<file path="src/rtl/ata_pio_pkg.sv">
package ata_pio_pkg;

  localparam int DATA_W = 16;
  localparam int REG_W  = 3;

  typedef enum logic [2:0] {
    PH_IDLE   = 3'd0,
    PH_SETUP  = 3'd1,
    PH_STROBE = 3'd2,
    PH_HOLD   = 3'd3,
    PH_DONE   = 3'd4
  } phase_e;

  typedef enum logic {
    BLK_CMD = 1'b0,
    BLK_CTL = 1'b1
  } blk_e;

  // Register whose read acknowledges the device interrupt (command block).
  localparam logic [REG_W-1:0] REG_STATUS = 3'd7;

  typedef struct packed {
    blk_e              blk;
    logic [REG_W-1:0]  addr;
    logic              wr;
    logic [DATA_W-1:0] wdata;
  } req_t;

endpackage

</file>
<file path="src/rtl/ata_rdy_sync.sv">
module ata_rdy_sync #(
  parameter int STAGES = 2
) (
  input  logic clk,
  input  logic rst_n,
  input  logic d,
  output logic q
);
  logic [STAGES-1:0] sr;

  generate
    if (STAGES == 1) begin : g_single
      always_ff @(posedge clk) begin
        if (!rst_n) sr <= '0;
        else        sr <= d;
      end
    end else begin : g_chain
      always_ff @(posedge clk) begin
        if (!rst_n) sr <= '0;
        else        sr <= {sr[STAGES-2:0], d};
      end
    end
  endgenerate

  assign q = sr[STAGES-1];
endmodule

</file>
<file path="src/rtl/ata_cycle_seq.sv">
module ata_cycle_seq
  import ata_pio_pkg::*;
#(
  parameter int SETUP_CLKS = 2,
  parameter int PULSE_CLKS = 3,
  parameter int HOLD_CLKS  = 2,
  parameter int TO_W       = 16
) (
  input  logic            clk,
  input  logic            rst_n,
  input  logic            start,
  input  logic            rdy,
  input  logic [TO_W-1:0] to_limit,
  output phase_e          phase,
  output logic            strobe_end,
  output logic            timed_out
);
  localparam int MAX_A = (SETUP_CLKS > PULSE_CLKS) ? SETUP_CLKS : PULSE_CLKS;
  localparam int MAX_C = (MAX_A > HOLD_CLKS) ? MAX_A : HOLD_CLKS;
  localparam int CW    = $clog2(MAX_C + 1);
  localparam logic [CW-1:0] S_LAST = CW'(SETUP_CLKS - 1);
  localparam logic [CW-1:0] P_LAST = CW'(PULSE_CLKS - 1);
  localparam logic [CW-1:0] H_LAST = CW'(HOLD_CLKS - 1);

  phase_e          ph_q;
  logic [CW-1:0]   cnt_q;
  logic [TO_W-1:0] low_q;
  logic            err_q;
  logic            min_met, ready_end, limit_hit;

  assign min_met    = (cnt_q == P_LAST);
  assign ready_end  = min_met && rdy;
  assign limit_hit  = !rdy && (low_q == to_limit);
  assign strobe_end = (ph_q == PH_STROBE) && (ready_end || limit_hit);

  always_ff @(posedge clk) begin
    if (!rst_n) begin
      ph_q  <= PH_IDLE;
      cnt_q <= '0;
      low_q <= '0;
      err_q <= 1'b0;
    end else begin
      case (ph_q)
        PH_IDLE: if (start) begin
          ph_q  <= PH_SETUP;
          cnt_q <= '0;
          low_q <= '0;
          err_q <= 1'b0;
        end
        PH_SETUP: begin
          if (cnt_q == S_LAST) begin
            ph_q  <= PH_STROBE;
            cnt_q <= '0;
          end else begin
            cnt_q <= cnt_q + 1'b1;
          end
        end
        PH_STROBE: begin
          if (!rdy && low_q != '1) low_q <= low_q + 1'b1;
          if (ready_end || limit_hit) begin
            ph_q  <= PH_HOLD;
            cnt_q <= '0;
            err_q <= limit_hit;
          end else if (!min_met) begin
            cnt_q <= cnt_q + 1'b1;
          end
        end
        PH_HOLD: begin
          if (cnt_q == H_LAST) ph_q <= PH_DONE;
          else                 cnt_q <= cnt_q + 1'b1;
        end
        default: ph_q <= PH_IDLE;
      endcase
    end
  end

  assign phase     = ph_q;
  assign timed_out = err_q;
endmodule

</file>
<file path="src/rtl/ata_pin_drive.sv">
module ata_pin_drive
  import ata_pio_pkg::*;
(
  input  logic              clk,
  input  logic              rst_n,
  input  logic              accept,
  input  req_t              req,
  input  phase_e            phase,
  input  logic              strobe_end,
  input  logic [DATA_W-1:0] dq_in,
  output logic              cs_cmd_n,
  output logic              cs_ctl_n,
  output logic [REG_W-1:0]  addr,
  output logic              rd_n,
  output logic              wr_n,
  output logic [DATA_W-1:0] dq_out,
  output logic              dq_oe,
  output logic [DATA_W-1:0] rdata,
  output logic              irq_ack
);
  req_t              cur_q;
  logic [DATA_W-1:0] rd_q;
  logic              ack_q;
  logic              on_bus, strobing;

  always_ff @(posedge clk) begin
    if (!rst_n) begin
      cur_q <= '0;
      rd_q  <= '0;
      ack_q <= 1'b0;
    end else begin
      if (accept) begin
        cur_q <= req;
        ack_q <= !req.wr && (req.blk == BLK_CMD) && (req.addr == REG_STATUS);
      end
      if (strobe_end && !cur_q.wr) rd_q <= dq_in;
    end
  end

  assign on_bus   = (phase == PH_SETUP) || (phase == PH_STROBE) || (phase == PH_HOLD);
  assign strobing = (phase == PH_STROBE);

  assign cs_cmd_n = !(on_bus && cur_q.blk == BLK_CMD);
  assign cs_ctl_n = !(on_bus && cur_q.blk == BLK_CTL);
  assign addr     = on_bus ? cur_q.addr : '0;
  assign rd_n     = !(strobing && !cur_q.wr);
  assign wr_n     = !(strobing && cur_q.wr);
  assign dq_oe    = on_bus && cur_q.wr;
  assign dq_out   = cur_q.wr ? cur_q.wdata : '0;
  assign rdata    = rd_q;
  assign irq_ack  = ack_q;
endmodule

</file>
<file path="src/rtl/ata_pio_engine.sv">
module ata_pio_engine
  import ata_pio_pkg::*;
#(
  parameter int SETUP_CLKS  = 2,
  parameter int PULSE_CLKS  = 3,
  parameter int HOLD_CLKS   = 2,
  parameter int SYNC_STAGES = 2,
  parameter int TO_W        = 16
) (
  input  logic              clk,
  input  logic              rst_n,
  input  logic              req_valid,
  output logic              req_ready,
  input  logic              req_block,
  input  logic [REG_W-1:0]  req_addr,
  input  logic              req_write,
  input  logic [DATA_W-1:0] req_wdata,
  output logic              rsp_valid,
  output logic [DATA_W-1:0] rsp_rdata,
  output logic              rsp_err,
  output logic              rsp_irq_ack,
  output logic              busy,
  input  logic              bus_reset_req,
  input  logic [TO_W-1:0]   timeout_limit,
  output logic              ata_rst_n,
  output logic              ata_cs_cmd_n,
  output logic              ata_cs_ctl_n,
  output logic [REG_W-1:0]  ata_addr,
  output logic              ata_rd_n,
  output logic              ata_wr_n,
  input  logic              ata_rdy,
  input  logic [DATA_W-1:0] ata_dq_in,
  output logic [DATA_W-1:0] ata_dq_out,
  output logic              ata_dq_oe
);
  phase_e phase;
  logic   rdy_s, accept, strobe_end, timed_out, irq_flag;
  logic   rst_line_q;
  req_t   req;

  assign req.blk   = blk_e'(req_block);
  assign req.addr  = req_addr;
  assign req.wr    = req_write;
  assign req.wdata = req_wdata;

  assign req_ready = (phase == PH_IDLE) && !bus_reset_req;
  assign accept    = req_valid && req_ready;
  assign busy      = (phase != PH_IDLE);

  ata_rdy_sync #(.STAGES(SYNC_STAGES)) u_sync (
    .clk(clk), .rst_n(rst_n), .d(ata_rdy), .q(rdy_s)
  );

  ata_cycle_seq #(
    .SETUP_CLKS(SETUP_CLKS), .PULSE_CLKS(PULSE_CLKS),
    .HOLD_CLKS(HOLD_CLKS), .TO_W(TO_W)
  ) u_seq (
    .clk(clk), .rst_n(rst_n), .start(accept), .rdy(rdy_s),
    .to_limit(timeout_limit), .phase(phase),
    .strobe_end(strobe_end), .timed_out(timed_out)
  );

  ata_pin_drive u_pins (
    .clk(clk), .rst_n(rst_n), .accept(accept), .req(req),
    .phase(phase), .strobe_end(strobe_end), .dq_in(ata_dq_in),
    .cs_cmd_n(ata_cs_cmd_n), .cs_ctl_n(ata_cs_ctl_n), .addr(ata_addr),
    .rd_n(ata_rd_n), .wr_n(ata_wr_n), .dq_out(ata_dq_out),
    .dq_oe(ata_dq_oe), .rdata(rsp_rdata), .irq_ack(irq_flag)
  );

  always_ff @(posedge clk) begin
    if (!rst_n) rst_line_q <= 1'b1;
    else        rst_line_q <= !bus_reset_req;
  end
  assign ata_rst_n = rst_line_q;

  assign rsp_valid   = (phase == PH_DONE);
  assign rsp_err     = rsp_valid && timed_out;
  assign rsp_irq_ack = rsp_valid && irq_flag;
endmodule

</file>
<file path="config.mk">
export PLATFORM = sky130hd
export DESIGN_NAME = ata_pio_engine
export DESIGN_NICKNAME = d
export VERILOG_FILES = /design/src/rtl/ata_pio_pkg.sv /design/src/rtl/ata_rdy_sync.sv /design/src/rtl/ata_cycle_seq.sv /design/src/rtl/ata_pin_drive.sv /design/src/rtl/ata_pio_engine.sv
export SDC_FILE = /design/constraint.sdc
export NUM_CORES = 1
export LEC_CHECK = 0
export BUFFER_PORTS_ARGS = -buffer_cell sky130_fd_sc_hd__buf_2
export CAP_MARGIN = 20
export CORE_MARGIN = 4
export CORE_UTILIZATION = 45
export CTS_CLUSTER_DIAMETER = 50
export DETAILED_ROUTE_END_ITERATION = 8
export PLACE_DENSITY = 0.84
export SYNTH_ARGS = -nofsm -noshare
export SYNTH_HDL_FRONTEND = slang
export SYNTH_HIERARCHICAL = 1
export SYNTH_SLANG_ARGS = --single-unit
</file>
<file path="constraint.sdc">
create_clock -name clk -period 2.1 [get_ports clk]
set_input_delay 0.315 -clock clk [delete_from_list [all_inputs] [get_ports clk]]
set_output_delay 0.315 -clock clk [all_outputs]
set_load 0.1 [all_outputs]
</file>
Word-level counts from Yosys, hierarchy flattened
Cells that the tools add are included.
- logic and storage cells: 86
- input bits: 58
- bits in registers: 63
- output and inout port bits: 46
- reductions and logical operators: 35
- add/subtract/negate cells: 2
- eq/ne operators: 16
- bitwise gates (word level): 2
- multiplexer cells: 19
- operator list (kind ; number):
    $mux W16 ; 3
    $pmux W16 S2 ; 1
    $add A16 B1 Y16 const B ; 1
    $eq A16 B16 Y1 ; 1
    $logic_and A1 B1 Y1 ; 16
    $ne A16 B16 Y1 const B ; 1
    $mux W3 ; 5
    $ne A2 B2 Y1 const B ; 6
    $pmux W3 S4 ; 1
    $mux W2 ; 5
    $logic_not A1 Y1 ; 8
    $pmux W2 S4 ; 1
    $reduce_and A4 Y1 ; 2
    $eq A3 B2 Y1 const B ; 2
    $eq A3 B3 Y1 const B ; 2
    $reduce_and A3 Y1 ; 2
    $reduce_bool A4 Y1 ; 1
    $eq A3 B1 Y1 const B ; 1
    $logic_not A3 Y1 ; 1
    $logic_or A1 B1 Y1 ; 3
    $ne A3 B3 Y1 const B ; 1
    $reduce_bool A3 Y1 ; 1
    $add A2 B1 Y2 const B ; 1
    $eq A2 B1 Y1 const B ; 1
    other kinds (5) ; 7

Depth between registers and ports, before layout
Gate-level depths: netlist of run 1.
- depth in word-level cells: 5
- depth in mapped cells: 11
- gate-level depth less buffers: 8

By module
Netlist of run 1, hierarchy kept.
- modules (own cells, without submodules) (module ; area each (um^2) ; cells an instance ; seq. area each (um^2) ; instances):
    ata_pin_drive ; 1666.6 ; 174 ; 760.7 ; 1
    ata_cycle_seq ; 1327.5 ; 156 ; 440.4 ; 1
    ata_pio_engine ; 72.6 ; 9 ; 20.0 ; 1
    ata_rdy_sync ; 52.6 ; 4 ; 40.0 ; 1

Worst setup path after synthesis of run 1
No wires, ideal clock.
- path type: reg2reg
- start: register u_seq.ph_q[0], in the netlist u_seq/phase[0]
- end: register u_seq.low_q[15]
- slack: -1897 ps
- stages on the path, launching flop included: 9
- required time: 2030 ps
- arrival: 3927 ps
- library setup time: 70 ps
- clock period less this slack: 3997 ps
- cells stage by stage: dfxtp_1 > nor4_2 > and2_1 > nor2_4 > or4_4 > o21ai_4 > nand2_4 > or4_1 > a21oi_1
- longest elaborated chain between the ends: 5
- elaborated cells on any way between the ends: 9
- classes of those cells: eq/ne (3); mux (1); reduce/logical (5)
- ends and longest elaborated chain (item ; line ; text):
    start: declaration ; ata_cycle_seq.sv:25 ; phase_e ph_q;
    start signal: assignment ; ata_cycle_seq.sv:38 ; ph_q <= PH_IDLE;
    start signal: assignment ; ata_cycle_seq.sv:45 ; ph_q <= PH_SETUP;
    start signal: assignment ; ata_cycle_seq.sv:52 ; ph_q <= PH_STROBE;
    $logic_not A3 Y1 ; ata_pio_engine.sv:46 ; assign req_ready = (phase == PH_IDLE) && !bus_reset_req;
    $logic_and A1 B1 Y1 ; ata_pio_engine.sv:46 ;
    named net req_ready ; ata_pio_engine.sv:13 ; output logic req_ready,
    $logic_and A1 B1 Y1 ; ata_pio_engine.sv:47 ; assign accept = req_valid && req_ready;
    named net accept ; ata_pio_engine.sv:37 ; logic rdy_s, accept, strobe_end, timed_out, irq_flag;
    $ne A2 B2 Y1 (no line) ; n/a ;
    $reduce_and A3 Y1 (no line) ; n/a ;
    end signal: assignment ; ata_cycle_seq.sv:59 ; if (!rdy && low_q != '1) low_q <= low_q + 1'b1;
    end: declaration ; ata_cycle_seq.sv:27 ; logic [TO_W-1:0] low_q;
The timed path passes the listed nets, and every way through them passes these cells.
A chain may end at the register's enable or synchronous reset.

Final worst setup path of run 1
- start: register u_seq.ph_q[1], in the netlist u_seq/phase[1]
- end: register u_seq.low_q[15]
- longest elaborated chain between the ends: 5
- elaborated cells on any way between the ends: 9
- classes of those cells: eq/ne (3); mux (1); reduce/logical (5)
- ends and longest elaborated chain (item ; line):
    $logic_not A3 Y1 ; ata_pio_engine.sv:46
    $logic_and A1 B1 Y1 ; ata_pio_engine.sv:46
    $logic_and A1 B1 Y1 ; ata_pio_engine.sv:47
    named net accept ; ata_pio_engine.sv:37
    $ne A2 B2 Y1 (no line) ; n/a
    $reduce_and A3 Y1 (no line) ; n/a
The timed path passes the listed nets, and every way through them passes these cells.

==> flow_summary.ini, run 1 <==
[outcome]
outcome = finished with violations
failed_checks = setup timing

[drt]
drt-vias-per-instance = 5.07
drt-total-wl_microns = 7580
first_pass_iters = 4
first_iter_violations = 115
drc = 0
dr_total_vias = 2781
wl_per_cell_microns = 13.8
antenna_left = 0

[setup_path]
crit_path_end_kind = flop
ff2ff_setup_slack_ps = -30
r2r-start = u_seq/phase[1]
crit_fanout = 3
critPathArrivalTime_ps = 2390
cp-startpoint = u_seq/phase[1]
start_kind = flop
reg2reg_depth = 8
reg2reg_to = u_seq/low_q[15]
required_ps = 2360
worst-setup-path-type = flop to flop
critPathCapture = u_seq/low_q[15]

[yosys]
yosysTopAreaCellShare_pct = 40.4
syn_inst = 343
ys_types = 46
synth.area.top_cells = dfxtp_1 40%, mux2i_1 7.1%, nand2_1 5.5%
syn_area_sq_um = 3120
synthArstFlopShare_pct = 0
yosysWarnings = 6
synth_edf_count = 0
synthesis.nets = 404
synth.ff_latch_count = 63
avgSynthCellArea_sq_um = 9.09
synth-seq-area-share_pct = 40.4
synth_top_area_cell = dfxtp_1
ys.flop_type = dfxtp_1

[timing]
maxSlewHeadroom_pct = 65.7
setup_tns_ps = -29.3
setup_viol = 1
fmax_mhz = 470
rsz0062_at_grt = true
slew_violations = 0
post-route-min-period_ps = 2130
hold_viol_final = 0
finClkSkew_ps = 13.2
finalCritPeriodShare_pct = 101
worstMarginPinSlew_ps = 518
setup_ws_ps = -29.3

[power_and_ir_drop]
power.density_nw_per_um2 = 653
power.leakage_nw = 1.74
ir_worst_vdd_mv = 0.331

[die]
core_area_sq_um = 6760
die_x_microns = 91.3
io-pin-count = 104
die_y_microns = 91.3
die_area_sq_um = 8330
rows = 30
initial_core_util_pct = 46.2

[job]
cap_violations = 0

[finish]
drive_gt1_share_pct = 37.4
syn_to_final_growth_pct = 31.1
nets = 524
n_antenna_cell = 0

[min_path]
hp-class = input port to flop

[global_routing]
grt_overflow = 0
grt_max_degree = 41
grt_pass1_vias = 2696
grt_pass1_wl_microns = 12100
track_usage_pct = 17.9
antenna_found_initial = 0

[clocking]
cts_buffer_depth = 2
path_clk_slew_ps = 70
root_buffer = clkbuf_8
worstSkewPairLatency_ps = 340
cts_tree = built
cts.sinks = 63
htree_num_levels = 3
cts_buffers = 9

[place]
io_buffers = 103
routabilityCongestion = 0.864
dpl.hpwl_microns = 5520
pre_cts_slack_ps = -89.4
area by class of cell:
type / count / area [sq um]
fill: 573 / 2670
tap: 80 / 100
multi-input combinational: 258 / 1770
timing repair buffer: 126 / 728
clock inverter: 7 / 72.6
sequential: 63 / 1270
clock buffer: 9 / 124
inverter: 5 / 18.8
sequential cells by signal, summed over array words and instances (netlist names), 2 cells and up:
register and flops:
u_seq/phase 3, u_pins/cur_q 21, u_seq/cnt_q 2, u_seq/low_q 16, u_pins/rdata 16, u_sync/sr 2
how the worst min path moves through the flow:
stage,from,end,slack [ps],cells past startpoint
after floorplan,bus_reset_req,ata_rst_n,380,1
after global placement,u_sync/sr[0],u_sync/sr[1],420,1
after detailed placement,u_sync/sr[0],u_sync/sr[1],420,1
after CTS,ata_rdy,u_sync/sr[0],160,2
after global routing,bus_reset_req,ata_rst_n,170,2
final,ata_rdy,u_sync/sr[0],170,2
cell usage after synthesis (2+ instances only):
cell type	count
o21ai_0	4
nor4b_1	2
and2_1	26
xor2_1	12
nand2_1	46
nor3_1	3
a311oi_1	2
o31ai_1	2
and4_1	2
a21boi_2	10
nor2_1	23
buf_4	4
nand4_1	9
nand2b_1	2
clkbuf_1	7
nor2b_1	23
nand3b_1	3
and3_1	7
o21a_1	2
ha_1	3
mux2i_1	22
dfxtp_1	63
nand3_1	8
a21boi_0	7
inv_1	5
buf_2	2
a21oi_1	5
xnor2_1	18
buf_6	4
where the power goes:
group	total, W	internal (W)	leakage [nW]	switching [W]
combinational	0.000378	0.000152	1.13	0.000226
clock	0.00104	0.000547	0.0918	0.000496
sequential	0.00125	0.00122	0.515	0.0000227
total	0.00267	0.00192	1.74	0.000746
layout by cell type, fill, tap and decap left out, drive strengths merged, types with 6 or more instances in the layout:
master,instances
a21boi,17
and2,26
and3,7
buf,126
clkbuf,9
dfxtp,63
inv,6
mux2i,22
nand2,47
nand3,8
nand4,9
nor2,24
nor2b,23
xnor2,18
xor2,12
repair_timing:
| action | in CTS | in global routing |
|---|---|---|
| cloned | 0 | 1 |
| gates resized for setup | 2 | 16 |
| hold buffers | 0 | 0 |
| setup endpoints to repair | 4 | 43 |
| pin swaps | 1 | 2 |
| buffers inserted | 0 | 1 |
metal layers:
layer | part of all wire (%) | up-vias | GRT usage, %
met5 | 0 | - | 0
met3 | 4.4 | 12 | 4.56
met1 | 43 | 1304 | 20.2
met2 | 51 | 71 | 31.0
met4 | 1.8 | 0 | 8.79
li1 | - | 1394 | -
worst max-delay path, stage by stage (launching register included):
cell	delay, ps
dfxtp_4	350
nor4_4	270
and2_4	190
nor2_4	40
or4_4	420
o21ai_4	180
nand2_4	60
or4_4	410
a21oi_1	130
kinds of logic after synthesis:
logic type	after synthesis	share of synthesized area, %
AOI/OAI and AO/OA	36	9.63
adders and majority gates	3	1.20
muxes	22	7.06
xor gates and xnor gates	30	8.42
buffers and inverters	22	4.17
DFF	63	40.4
and+or+nand+nor	167	29.1
per-stage QoR:
| step | instance area, sq um | hold slack, ps | total power, W | cells | util (%) |
|---|---|---|---|---|---|
| floorplan | 3150 | 377 | 0.00153 | 343 | - |
| global placement | 3830 | 416 | 0.00163 | 530 | 56.7 |
| detailed placement | 3830 | 418 | 0.00164 | 530 | 56.7 |
| CTS | 4040 | 161 | 0.00268 | 546 | 59.7 |
| global route | 4090 | 167 | 0.00278 | 548 | 60.5 |
| finish | 4090 | 173 | 0.00267 | 548 | 60.5 |
Power figures use the tool's default switching activity.
==> run 2: changes to the inputs <==
--- a/config.mk
+++ b/config.mk
@@ -8,10 +8,10 @@
 export BUFFER_PORTS_ARGS = -buffer_cell sky130_fd_sc_hd__buf_2
 export CAP_MARGIN = 20
 export CORE_MARGIN = 4
-export CORE_UTILIZATION = 45
-export CTS_CLUSTER_DIAMETER = 50
+export CORE_UTILIZATION = 25
+export CTS_CLUSTER_DIAMETER = 80
 export DETAILED_ROUTE_END_ITERATION = 8
-export PLACE_DENSITY = 0.84
+export PLACE_DENSITY = 0.56
 export SYNTH_ARGS = -nofsm -noshare
 export SYNTH_HDL_FRONTEND = slang
 export SYNTH_HIERARCHICAL = 1
==> run 2 against run 1 <==
  * The run still ends with setup timing left
  * Non-clock buffer count increased by 8
  * Count of clock-buffer cells in the layout increased by 4
  * Total power increased by 12%
  * Combinational power increased by 4%
  * Worst setup slack improved by 3.2 ps
  * Core utilization decreased by 24 points
  * Final cell count increased by 18%
  * Flip-flop and latch count unchanged
  * Sequential power about the same
  * Global-route usage decreased by 6.6 points
  * Clock power increased by 31%
  * First-iteration DRC count decreased by 5.2%
  * Critical path type unchanged
  * Largest cell class unchanged
==> flow_summary.ini, run 2 (synthesis results as in run 1) <==
[drt]
drt-vias-per-instance = 4.22
drc = 0
antenna_left = 0
wl_per_cell_microns = 12.3
first_pass_iters = 5
dr_total_vias = 2719
drt-total-wl_microns = 7910
first_iter_violations = 109

[setup_path]
crit_path_end_kind = flop
critPathArrivalTime_ps = 2370
path_cells = nor4_4 > and2_4 > nor2_4 > or4_4 > o21ai_4 > nand2_4 > or4_1 > a21oi_1
required_ps = 2350
crit_family = simple AND/OR/NAND/NOR gates
critPathBufInv = 0
slowest_stage = or4_4
worst-setup-path-type = flop to flop
start_kind = flop
crit_fanout = 3
worst_path_largest_cell_delay_ps = 430

[finish]
final_common_cell = buf_2
top_register = u_pins/cur_q
final_cell_area_sq_um = 4390
mostFrequentLayoutCells = 99 x buf_2, 59 x dfxtp_1, 45 x nand2_1
nets = 532
n_antenna_cell = 0
syn_to_final_growth_pct = 40.6
largest_reg_flops = 21
drive_gt1_share_pct = 37.4

[clocking]
cts_tree = built
cts_buffers = 9
root_buffer = clkbuf_16
htree_num_levels = 3
path_clk_slew_ps = 50
worstSkewPairLatency_ps = 330
cts_buffer_depth = 2
hold_buffers = 0
cts.sinks = 63

[power_and_ir_drop]
ir_worst_vdd_mv = 0.266
power.leakage_nw = 1.85
power.density_nw_per_um2 = 685
finalPower_w = 0.00300

[outcome]
failed_checks = setup timing
outcome = finished with violations

[job]
cap_violations = 0

[timing]
fmax_mhz = 470
finClkSkew_ps = 6.91
rsz0062_at_grt = true
setup_viol = 3
setup_tns_ps = -50.1
worstMarginPinSlew_ps = 517
post-route-min-period_ps = 2130
finalCritPeriodShare_pct = 101
hold_viol_final = 0
slew_violations = 0
maxSlewHeadroom_pct = 65.7
setup_ws_ps = -26.1

[global_routing]
grt_pass1_wl_microns = 12900
antenna_found_initial = 0
track_usage_pct = 11.2
grt_overflow = 0
grt_max_degree = 40
grt_pass1_vias = 2638

[die]
core_area_sq_um = 12100
io-pin-count = 104
die_y_microns = 120
die_area_sq_um = 14300
rows = 40
die_x_microns = 120
initial_core_util_pct = 25.8

[place]
io_buffers = 103
dpl.hpwl_microns = 5970
routabilityCongestion = 0.770
dpl_cell_area_sq_um = 4030

[min_path]
hp-class = input port to flop
-- run 2: cell types whose count changed in the layout (fill, tap and decap cells not counted), sizes merged --
cell / delta
bufinv: -1
clkinvlp: -2
clkbuf: +4
buf: +8
inv: -1
-- run 2: timing repair --
item	in CTS	in global routing
hold endpoints to repair	0	0
resized for setup	1	15
setup endpoints to repair	3	47
pin swaps	2	2
setup buffers	2	1
-- run 2: worst reg2reg max path: cells and delay by family, from the launching register on --
kind / cells / cell delay (ps)
and+or+nand+nor: 6 / 1390
AOI/OAI and AO/OA: 2 / 310
DFF: 1 / 340
-- run 2: final cells by class --
class	count	area, sq um
timing repair buffer	134	832
tap	168	210
fill	1300	7730
inverter	5	18.8
sequential	63	1270
clock buffer	13	260
multi-input combinational	258	1780
clock inverter	3	17.5
-- run 2: metal layers --
| metal | track usage, % | wire, microns |
|---|---|---|
| met3 | 3.72 | 422 |
| met2 | 18.0 | 3680 |
| met1 | 14.1 | 3690 |
| met5 | 0 | 0 |
| met4 | 4.08 | 118 |
-- run 2: power breakdown --
group / switching, W / total, W / internal, W
logic: 0.000230 / 0.000393 / 0.000163
registers: 0.0000221 / 0.00125 / 0.00123
clock network: 0.000502 / 0.00136 / 0.000858
total: 0.000754 / 0.00300 / 0.00225
-- run 2: final timing paths --
path                   from               to  slack [ps]  cells past startpoint
max          u_seq/phase[1]  u_seq/low_q[15]         -30                      8
min reg2reg    u_sync/sr[0]     u_sync/sr[1]         430                      1
min                 ata_rdy     u_sync/sr[0]         180                      2
max reg2reg  u_seq/phase[1]  u_seq/low_q[15]         -30                      8
-- run 2: through the flow --
| stage | hold WS, ps | worst slack [ps] | util, % | instances |
|---|---|---|---|---|
| 3_5_place_dp | 425 | -171 | 33.2 | 625 |
| 5_1_grt | 177 | -173 | 36.2 | 644 |
| 2_1_floorplan | 377 | -1100 | - | 343 |
| 6_report | 185 | -26.1 | 36.2 | 644 |
| 4_1_cts | 167 | -61.6 | 35.7 | 643 |
| 3_3_place_gp | 417 | -66.7 | 33.2 | 625 |
==> run 3: changes to the inputs <==
--- a/config.mk
+++ b/config.mk
@@ -12,6 +12,7 @@
 export CTS_CLUSTER_DIAMETER = 80
 export DETAILED_ROUTE_END_ITERATION = 8
 export PLACE_DENSITY = 0.56
+export SETUP_SLACK_MARGIN = 0.02
 export SYNTH_ARGS = -nofsm -noshare
 export SYNTH_HDL_FRONTEND = slang
 export SYNTH_HIERARCHICAL = 1
==> run 3 against run 2 <==
  * The run still ends with setup timing left
  * Global-route usage unchanged
  * Core utilization rose by 0.083 points
  * Sequential share of layout area hardly changed
  * First-iteration DRC count shrank 23%
  * Clock power about the same
  * Final area grew 0.23%
  * Combinational power about the same
  * Non-clock buffer count stayed put
  * Final cell count unchanged
  * Worst hold slack worse by 0.57 ps
==> flow_summary.ini, run 3 (synthesis results as in run 1) <==
[drt]
wl_per_cell_microns = 12.3
dr_total_vias = 2722
drt-total-wl_microns = 7930
first_pass_iters = 4
first_iter_violations = 84
drc = 0
antenna_left = 0
drt-vias-per-instance = 4.23

[outcome]
failed_checks = setup timing
outcome = finished with violations

[finish]
nets = 532
final_cell_area_sq_um = 4400
final_common_cell = buf_2
mostFrequentLayoutCells = 99 x buf_2, 57 x dfxtp_1, 45 x nand2_1
fin_util_pct = 36.3
n_antenna_cell = 0
num-fill-cells = 1296
drive_gt1_share_pct = 38.0
largest_reg_flops = 21
top_register = u_pins/cur_q
syn_to_final_growth_pct = 40.9

[clocking]
cts_buffer_depth = 2
root_buffer = clkbuf_16
hold_buffers = 0
cts.sinks = 63
cts_buffers = 9
htree_num_levels = 3
worstSkewPairLatency_ps = 330
path_clk_slew_ps = 50
cts_tree = built

[place]
dpl_cell_area_sq_um = 4030
io_buffers = 103
dpl.hpwl_microns = 5970
routabilityCongestion = 0.770

[setup_path]
crit_fanout = 3
crit_path_end_kind = flop
reg2reg_depth = 8
worst-setup-path-type = flop to flop
start_kind = flop
required_ps = 2350
worst_path_largest_cell_delay_ps = 430
path_cells = nor4_4 > and2_4 > nor2_4 > or4_4 > o21ai_4 > nand2_4 > or4_1 > a21oi_1
slowest_stage = or4_4
critPathArrivalTime_ps = 2370

[global_routing]
track_usage_pct = 11.2
grt_pass1_vias = 2638
grt_max_degree = 40
grt_pass1_wl_microns = 12900
antenna_found_initial = 0
grt_overflow = 0

[die]
die_x_microns = 120
die_area_sq_um = 14300
initial_core_util_pct = 25.8
core_area_sq_um = 12100
io-pin-count = 104
rows = 40
die_y_microns = 120

[timing]
setup_viol = 3
fmax_mhz = 471
finClkSkew_ps = 8.29
rsz0062_at_grt = true
setup_ws_ps = -25.2
post-route-min-period_ps = 2130
hold_viol_final = 0
worstMarginPinSlew_ps = 517
maxSlewHeadroom_pct = 65.7
finalCritPeriodShare_pct = 101
slew_violations = 0

[power_and_ir_drop]
power.density_nw_per_um2 = 684
ir_worst_vdd_mv = 0.266
power.leakage_nw = 1.85

[min_path]
hp-class = input port to flop
whs_path_depth = 2

[job]
cap_violations = 0
run 3: worst max-delay path, delay by kind of cell, from the launching register on:
kind / cells / cell delay [ps]
AND/OR/NAND/NOR: 6 / 1390
flip-flops: 1 / 340
AO/OA/AOI/OAI: 2 / 310
run 3: layout make-up:
class                   instances  area (sq um)  area share (%)
inverters                       5          18.8           0.427
flip-flops and latches         63          1270            28.9
repair buffers                134           832            18.9
clock buffers                  13           260            5.92
multi-input cells             258          1790            40.6
well taps                     168           210            4.78
clock inverters                 3          17.5           0.399
run 3: timing repair:
| action | CTS | global route |
|---|---|---|
| hold endpoints to repair | 0 | 0 |
| gates resized for setup | 2 | 17 |
| endpoints found under the setup margin | 9 | 33 |
| setup buffers | 2 | 1 |
| pin swaps | 2 | 3 |
run 3: routing by layer:
layer / vias to the layer above / GRT usage (%) / share of wire [%]
met5: - / 0 / 0
met4: 0 / 4.08 / 1.5
met3: 8 / 3.72 / 5.6
met2: 65 / 18.0 / 46
met1: 1241 / 14.1 / 47
li1: 1408 / - / -
run 3: worst paths after layout:
| path | endpoint | slack [ps] | startpoint |
|---|---|---|---|
| worst max-delay path | u_seq/low_q[15] | -30 | u_seq/phase[1] |
| worst min-delay path | u_sync/sr[0] | 180 | ata_rdy |
| worst min register to register | u_sync/sr[1] | 430 | u_sync/sr[0] |
| worst max register to register | u_seq/low_q[15] | -30 | u_seq/phase[1] |
run 3: where the power goes:
group	leakage [nW]	internal (W)	switching [W]	total, W
Combinational	1.20	0.000162	0.000230	0.000392
Clock	0.136	0.000858	0.000507	0.00136
Sequential	0.514	0.00123	0.0000222	0.00125
run 3: metrics by stage:
stage | total power [W] | std cells | hold WS [ps] | setup slack, ps | TNS (ps)
after global placement | 0.00165 | 625 | 417 | -66.7 | -287
after global routing | 0.00316 | 644 | 177 | -173 | -984
final | 0.00301 | 644 | 184 | -25.2 | -48.4
after CTS | 0.00305 | 643 | 167 | -61.6 | -147
after detailed placement | 0.00166 | 625 | 425 | -171 | -676
after floorplan | 0.00153 | 343 | 377 | -1100 | -22580
